--- src/rtl/dma_arb_pkg.sv ---
package dma_arb_pkg;

   localparam int unsigned MODE_W = 2;

   typedef enum logic [MODE_W-1:0] {
      MD_DEMAND = 2'b00,
      MD_SINGLE = 2'b01,
      MD_BLOCK  = 2'b10,
      MD_CASC   = 2'b11
   } xfer_mode_e;

   typedef enum logic [1:0] {
      ST_IDLE  = 2'b00,
      ST_REQ   = 2'b01,
      ST_GRANT = 2'b10
   } arb_state_e;

endpackage

--- src/rtl/dma_fixed_prio.sv ---
module dma_fixed_prio #(
   parameter int unsigned N  = 4,
   localparam int unsigned IW = (N > 1) ? $clog2(N) : 1
) (
   input  logic [N-1:0]  req,
   output logic          any,
   output logic [IW-1:0] idx
);

   if (N < 2) begin : g_bad_n
      $error("dma_fixed_prio: N must be at least 2");
   end

   always_comb begin
      idx = '0;
      for (int i = N - 1; i >= 0; i--) begin
         if (req[i]) idx = IW'(i);
      end
   end

   assign any = |req;

endmodule

--- src/rtl/dma_grant_seq.sv ---
module dma_grant_seq
   import dma_arb_pkg::*;
#(
   parameter int unsigned NCH = 8,
   localparam int unsigned IW = $clog2(NCH)
) (
   input  logic              clk,
   input  logic              rst_n,
   input  logic              en,
   input  logic              win_any,
   input  logic [IW-1:0]     win_ch,
   input  logic [NCH-1:0]    drq,
   input  logic [2*NCH-1:0]  mode,
   input  logic              tc,
   output logic              busy,
   output logic              active,
   output logic [IW-1:0]     cur_ch
);

   arb_state_e state_q, state_d;
   logic [IW-1:0] ch_q, ch_d;
   xfer_mode_e cur_mode;
   logic release_now;

   assign cur_mode = xfer_mode_e'(mode[{ch_q, 1'b0} +: MODE_W]);

   always_comb begin
      unique case (cur_mode)
         MD_DEMAND: release_now = !drq[ch_q];
         MD_BLOCK:  release_now = 1'b0;
         default:   release_now = 1'b1;
      endcase
      if (!en || tc) release_now = 1'b1;
   end

   always_comb begin
      state_d = state_q;
      ch_d    = ch_q;
      unique case (state_q)
         ST_IDLE: if (en && win_any) state_d = ST_REQ;
         ST_REQ: begin
            if (en && win_any) begin
               state_d = ST_GRANT;
               ch_d    = win_ch;
            end else begin
               state_d = ST_IDLE;
            end
         end
         ST_GRANT: if (release_now) state_d = ST_IDLE;
         default:  state_d = ST_IDLE;
      endcase
   end

   always_ff @(posedge clk or negedge rst_n) begin
      if (!rst_n) begin
         state_q <= ST_IDLE;
         ch_q    <= '0;
      end else begin
         state_q <= state_d;
         ch_q    <= ch_d;
      end
   end

   assign busy   = (state_q != ST_IDLE);
   assign active = (state_q == ST_GRANT);
   assign cur_ch = ch_q;

   // single or cascade-coded grant lasts one granted cycle
   p_single_release_r7: assert property (@(posedge clk) disable iff (!rst_n)
      (active && (cur_mode == MD_SINGLE || cur_mode == MD_CASC)) |=> !active);

   // block grant holds until terminal count or disable
   p_block_hold_r9: assert property (@(posedge clk) disable iff (!rst_n)
      (active && cur_mode == MD_BLOCK && !tc && en) |=> (active && $stable(cur_ch)));

   // terminal count closes the grant
   p_tc_release_r10: assert property (@(posedge clk) disable iff (!rst_n)
      (active && tc) |=> !busy);

endmodule

--- src/rtl/dma_casc_arb.sv ---
module dma_casc_arb
   import dma_arb_pkg::*;
#(
   parameter int unsigned NCH_GRP = 4,
   localparam int unsigned NCH = 2 * NCH_GRP,
   localparam int unsigned IW  = $clog2(NCH),
   localparam int unsigned GW  = $clog2(NCH_GRP)
) (
   input  logic                    clk,
   input  logic                    rst_n,
   input  logic [NCH-1:0]          drq,
   input  logic [NCH-1:0]          mask,
   input  logic [MODE_W*NCH-1:0]   mode,
   input  logic                    disable_all,
   input  logic                    tc,
   output logic                    bus_req,
   output logic [NCH-1:0]          dack,
   output logic                    xfer_stb,
   output logic [NCH-1:0]          req_pend
);

   if (NCH_GRP < 2 || (NCH_GRP & (NCH_GRP - 1)) != 0) begin : g_bad_grp
      $error("dma_casc_arb: NCH_GRP must be a power of two of at least 2");
   end

   localparam int unsigned CASC = NCH_GRP;

   logic [NCH_GRP-1:0] grp_a_req, grp_b_req;
   logic               a_any, b_any;
   logic [GW-1:0]      a_idx, b_idx;
   logic [IW-1:0]      win_ch, cur_ch;
   logic               busy, active;

   assign grp_a_req = drq[NCH_GRP-1:0] & ~mask[NCH_GRP-1:0];
   assign grp_b_req = {drq[NCH-1:CASC+1] & ~mask[NCH-1:CASC+1],
                       a_any & ~mask[CASC]};

   dma_fixed_prio #(.N(NCH_GRP)) u_prio_a (
      .req (grp_a_req),
      .any (a_any),
      .idx (a_idx)
   );

   dma_fixed_prio #(.N(NCH_GRP)) u_prio_b (
      .req (grp_b_req),
      .any (b_any),
      .idx (b_idx)
   );

   assign win_ch = (b_idx == '0) ? IW'(a_idx) : IW'(CASC) + IW'(b_idx);

   dma_grant_seq #(.NCH(NCH)) u_seq (
      .clk     (clk),
      .rst_n   (rst_n),
      .en      (!disable_all),
      .win_any (b_any),
      .win_ch  (win_ch),
      .drq     (drq),
      .mode    (mode),
      .tc      (tc),
      .busy    (busy),
      .active  (active),
      .cur_ch  (cur_ch)
   );

   for (genvar c = 0; c < NCH; c++) begin : g_dack
      if (c == CASC) begin : g_casc
         assign dack[c] = active && (cur_ch < IW'(CASC));
      end else begin : g_chan
         assign dack[c] = active && (cur_ch == IW'(c));
      end
   end

   always_ff @(posedge clk or negedge rst_n) begin
      if (!rst_n) req_pend <= '0;
      else        req_pend <= drq;
   end

   assign bus_req  = busy;
   assign xfer_stb = active;

   // a granted cycle is always preceded by a request cycle
   p_req_before_grant_r2: assert property (@(posedge clk) disable iff (!rst_n)
      $rose(xfer_stb) |-> ($past(bus_req) && !$past(xfer_stb)));

   // one acknowledge per group
   p_dack_onehot_r3: assert property (@(posedge clk) disable iff (!rst_n)
      $onehot0(dack[NCH_GRP-1:0]) && $onehot0(dack[NCH-1:CASC]));

   // byte-group grant travels through the cascade acknowledge
   p_casc_ack_r4: assert property (@(posedge clk) disable iff (!rst_n)
      dack[CASC] == (|dack[NCH_GRP-1:0]));

   // disable stops granting from the next cycle
   p_no_grant_disabled_r6: assert property (@(posedge clk) disable iff (!rst_n)
      disable_all |=> !xfer_stb);

endmodule

--- config.mk ---
export PLATFORM = sky130hd
export DESIGN_NAME = dma_casc_arb
export DESIGN_NICKNAME = d
export VERILOG_FILES = /design/src/rtl/dma_arb_pkg.sv /design/src/rtl/dma_fixed_prio.sv /design/src/rtl/dma_grant_seq.sv /design/src/rtl/dma_casc_arb.sv
export SDC_FILE = /design/constraint.sdc
export NUM_CORES = 1
export LEC_CHECK = 0
export ABC_AREA = 1
export BUFFER_PORTS_ARGS = -buffer_cell sky130_fd_sc_hd__clkbuf_2
export CORE_MARGIN = 3
export CORE_UTILIZATION = 34
export CTS_CLUSTER_DIAMETER = 100
export DETAILED_ROUTE_END_ITERATION = 10
export PLACE_DENSITY = 0.67
export SLEW_MARGIN = 25
export SYNTH_ARGS = -nofsm -noshare
export SYNTH_HDL_FRONTEND = slang
export SYNTH_SLANG_ARGS = --single-unit
export TNS_END_PERCENT = 5
--- constraint.sdc ---
create_clock -name clk -period 1.6 [get_ports clk]
set_input_delay 0.08 -clock clk [delete_from_list [all_inputs] [get_ports clk]]
set_output_delay 0.08 -clock clk [all_outputs]
set_load 0.03 [all_outputs]
Yosys cells after proc, flatten, opt, wreduce, memory -nomap -nowiden --
Index checks and enable logic that the tools add are counted.
Storage, ports and cells: register bits after elaboration 13, input port bits 36, output and inout bits 18
Cells by class: add/sub/neg operators 1, $lt $le $gt $ge 2, eq/ne operators 11, shift operators 1, muxes and demuxes 17, bitwise logic cells 6, reductions and logical operators 21
Operators by type and width (number):
- $mux 2 | 11
- $shiftx 16x5->2 | 1
- $eq 3x3->1 const B | 3
- $logic_and 1x1->1 | 9
- $reduce_or 4->1 | 2
- $eq 3x2->1 const B | 2
- $logic_not 2->1 | 3
- $pmux 2 s3 | 1
- $and 4x4->4 | 1
- $eq 2x2->1 const B | 2
- $lt 3x4->1 const B | 1
- $ne 2x1->1 const B | 2
- $not 4->4 | 1
- $reduce_and 2->1 | 2
- $add 3x2->3 const A | 1
- $and 3x3->3 | 1
- $bmux 1 s3 | 1
- $eq 3x1->1 const B | 1
- $logic_not 3->1 | 1
- $lt 3x3->1 const B | 1
- $mux 3 | 1
- $not 3->3 | 1
- $eq 2x1->1 const B | 1
- $logic_not 1->1 | 2
- 6 further kinds | 7

Longest topological paths before layout --
depth after elaboration 8, mapped depth 11, mapped depth without buffers 10

Cells and area by module --
Synthesis repeated with hierarchy kept, for this count alone.
Unflattened totals: cell total of the unflattened synthesis 135, area total of the unflattened synthesis 840.8 um^2
By module, submodules not included:
- dma_grant_seq | instances 1, cells an instance 68, area each 391.6 um^2, seq. area each 125.1 um^2
- dma_casc_arb | instances 1, cells an instance 49, area each 356.6 um^2, seq. area each 200.2 um^2
- dma_fixed_prio | instances 2, cells an instance 9, area each 46.3 um^2, seq. area each 0.0 um^2

Worst setup path after synthesis --
No wires, ideal clock.
path kind register -> output, start register u_seq.state_q[0], end output dack[0], arrival 2021 ps, required time 1520 ps, setup slack -501 ps, cell stages (with the launch flop) 6, path buffers 0, cells stage by stage dfrtp_1 nor2_1 inv_1 nor2_1 inv_1 nor2_1
Between the ends: word-level cells in the longest chain between the ends 2
RTL lines:
- start: declaration | RTL line dma_grant_seq.sv:20 | arb_state_e state_q, state_d;
- start signal: assignment | RTL line dma_grant_seq.sv:59 | state_q <= state_d;
- $eq 2x2->1 | RTL line dma_grant_seq.sv:65 | assign active = (state_q == ST_GRANT);
- net xfer_stb | RTL line dma_casc_arb.sv:18 | output logic xfer_stb,
- $logic_and 1x1->1 | RTL line dma_casc_arb.sv:70 | assign dack[c] = active && (cur_ch == IW'(c));
- end: declaration | RTL line dma_casc_arb.sv:17 | output logic [NCH-1:0] dack,
The timed path passes the listed nets, and every way through them passes these cells.

Final worst setup path --
start register u_seq.state_q[0], end output dack[1]
Between the ends: word-level cells in the longest chain between the ends 2
RTL lines (RTL line):
- $eq 2x2->1 | dma_grant_seq.sv:65
- $logic_and 1x1->1 | dma_casc_arb.sv:70
No other way between the ends.

==> impl_metrics.tcl <==
set metrics [dict create \
    yosys.area_share.adder_pct 0 \
    worstPathArrival_ns 1.41 \
    synthMuxAreaShare_pct 0 \
    hp-class "input pin to register" \
    slew_viol_final 0 \
    tightest_slew_ns 0.331 \
    synthXorXnorAreaFrac_pct 0 \
    drv_cap 0 \
    cts_tree "yes" \
    worstSetupPathType "register to output port" \
    die_w_um 55.7 \
    synth-seq-area-share_pct 38.7 \
    drt_iter0_markers 6 \
    max-slew-margin-rel_pct 78.0 \
    worst_ir_drop_vdd_uv 547 \
    cts_buffers 3 \
    intPower_uw 664 \
    synth_seq_cells 13 \
    fin_skew_ns 0.000227 \
    area_growth_pct 51.0 \
    core_area_um2 2280 \
    path_cells "nor2_4 -> inv_1 -> nor2_2 -> inv_1 -> nor2_2 -> clkbuf_4" \
    p_per_area_nw_per_um2 926 \
    avgSynthCellArea_um2 6.05 \
    io_buffers 53 \
    wl_um 2370 \
    layout_commonest_cell "nand2_1" \
    critPathSlowestCell "dfrtp_1" \
    fin_crit_ns 1.49 \
    end_kind "output port" \
    num_antenna_cells 0 \
    synth_compound_area_share_pct 5.06 \
    grt_pass1_vias 987 \
    rows 17 \
    drive_above_1_share_pct 33.3 \
    clk_latency_ns 0.27 \
    cts_root_buf "clkbuf_4" \
    final.period_utilization_pct 93.3 \
    via_per_inst 4.38 \
    drt-wirelength-per-cell_um 10.2 \
    initial_utilization_pct 36.9 \
    grt_overflow_total 0 \
    syn_inst 139 \
    syn-cell-area_um2 841 \
    yosysUniqueCellTypes 14 \
    grt_usage_pct 16.0 \
    crit_required_ns 1.52 \
    final_cells 232 \
    p_seq_share_pct 37.3 \
    detailroute.via_count 1017 \
    power_leakage_uw 0.000768 \
    die_area_um2 3110 \
    status "finished, final reports clean" \
    dp.cells 219 \
    fin_nets 241 \
    regArea_um2 327 \
    antenna_left 0 \
    dr.pass1.iters 4 \
    clkPwrFrac_pct 17.4 \
    max_freq_mhz 670 \
    die_h_um 55.7 \
    setup_viol 0 \
    synthesis.nets 175 \
    tns_ns 0 \
    final_cell_mix "57 x nand2_1, 52 x clkbuf_2, 21 x nor2_1" \
    max_stage_delay_ns 0.41 \
    grt_max_degree 14 \
    hpwlAfterDp_um 1930 \
    synth-simple-area-share_pct 45.1 \
    rsz0062_at_grt "false" \
    start_kind "register" \
    path_clk_slew_ns 0.08 \
    htree_levels 1 \
    multi_input_comb_area_um2 442 \
    grt_pass1_wl_um 4080 \
    antenna_found_initial 0 \
    p_comb_share_pct 45.2 \
    hold_violations 0 \
    place_congestion 0.835 \
    clockBufferDepth 2 \
    fin_util_pct 55.8 \
    p_sw_share_pct 43.6 \
    cts_sinks 13 \
    synth_top_family_by_area "simple AND/OR/NAND/NOR gates" \
    power_switching_uw 513 \
    num-fill-cells 230 \
    synth_warnings 0 \
    drc_errors 0 \
    worst-path-max-fanout 4 \
    io_pins 54 \
]
## sequential cells by signal, indices dropped and copies added (netlist names)
name and flops:
req_pend 8, u_seq.cur_ch 3, u_seq.state_q 2
## per-layer routing
layer	track usage (%)	wire length, um
met1	19.0	960
met2	28.5	1200
met3	2.55	173
met4	6.25	33
met5	0	0
## worst max-delay path, delay by kind of cell, from the launching register on
kind          cells  cell delay (ns)
buf+inv           3             0.38
flops             1             0.41
simple gates      3             0.35
## metrics by stage
stage                     hold WS [ns]  area, um^2  power, uW  worst slack (ns)
after floorplan                 -0.216         861        826            0.0313
after global placement        -0.00662        1150        947             0.237
after detailed placement       0.00186        1150        954             0.216
after CTS                       0.0601        1270       1180            0.0702
after global routing             0.110        1270       1280           0.00256
final                           0.0593        1270       1180             0.106
## cells in the mapped netlist (all sizes together)
cell type / instances / area share [%]
nand2: 59 / 27
nor2: 28 / 13
o21ai: 4 / 2.4
a21oi: 3 / 1.8
nor3: 1 / 0.59
a21boi: 1 / 0.89
dfrtp: 13 / 39
inv: 22 / 9.8
buf: 1 / 1.3
nand3: 7 / 4.2
## area by class of cell
type	count	area share, %
multi-input combinational	103	34.8
tap	28	2.76
clock buffer	4	2.07
sequential	13	25.7
inverter	22	6.50
timing repair buffer	62	28.2
## power groups by stage
stage	registers (uW)	logic, uW	clock network (uW)
final	439	532	205
after global placement	441	507	0
after detailed placement	441	513	0
after global routing	446	618	219
after floorplan	431	395	0
after CTS	436	535	208
## cells by family (layout without fill, tap and decap cells)
family | count (synthesis) | after routing
compound gates | 8 | 8
buf+inv | 23 | 88
flops | 13 | 13
simple gates | 95 | 95
## final timing paths
| path | start | endpoint | slack (ns) | depth (start not counted) |
|---|---|---|---|---|
| max in group asynchronous | rst_n | u_seq.cur_ch[0]$_DFFE_PN0P_ | 1.11 | 2 |
| min reg2reg | u_seq.state_q[1]$_DFFE_PN0P_ | u_seq.state_q[0]$_DFFE_PN0P_ | 0.58 | 3 |
| min | tc | u_seq.state_q[1]$_DFFE_PN0P_ | 0.06 | 4 |
| min in group asynchronous | rst_n | req_pend[7]$_DFF_PN0_ | 0.22 | 2 |
| max reg2reg | u_seq.cur_ch[0]$_DFFE_PN0P_ | u_seq.state_q[1]$_DFFE_PN0P_ | 0.25 | 10 |
| max | u_seq.state_q[0]$_DFFE_PN0P_ | dack[1] | 0.11 | 6 |
## repair_timing
item / 4_1_cts / 5_1_grt
endpoints found under the hold margin: 21 / 0
setup endpoints to repair: 0 / 2
hold buffers: 9 / 0
setup buffers: 0 / 0
gates resized for setup: 0 / 3
Note: power is estimated with default switching activity, not from simulation.
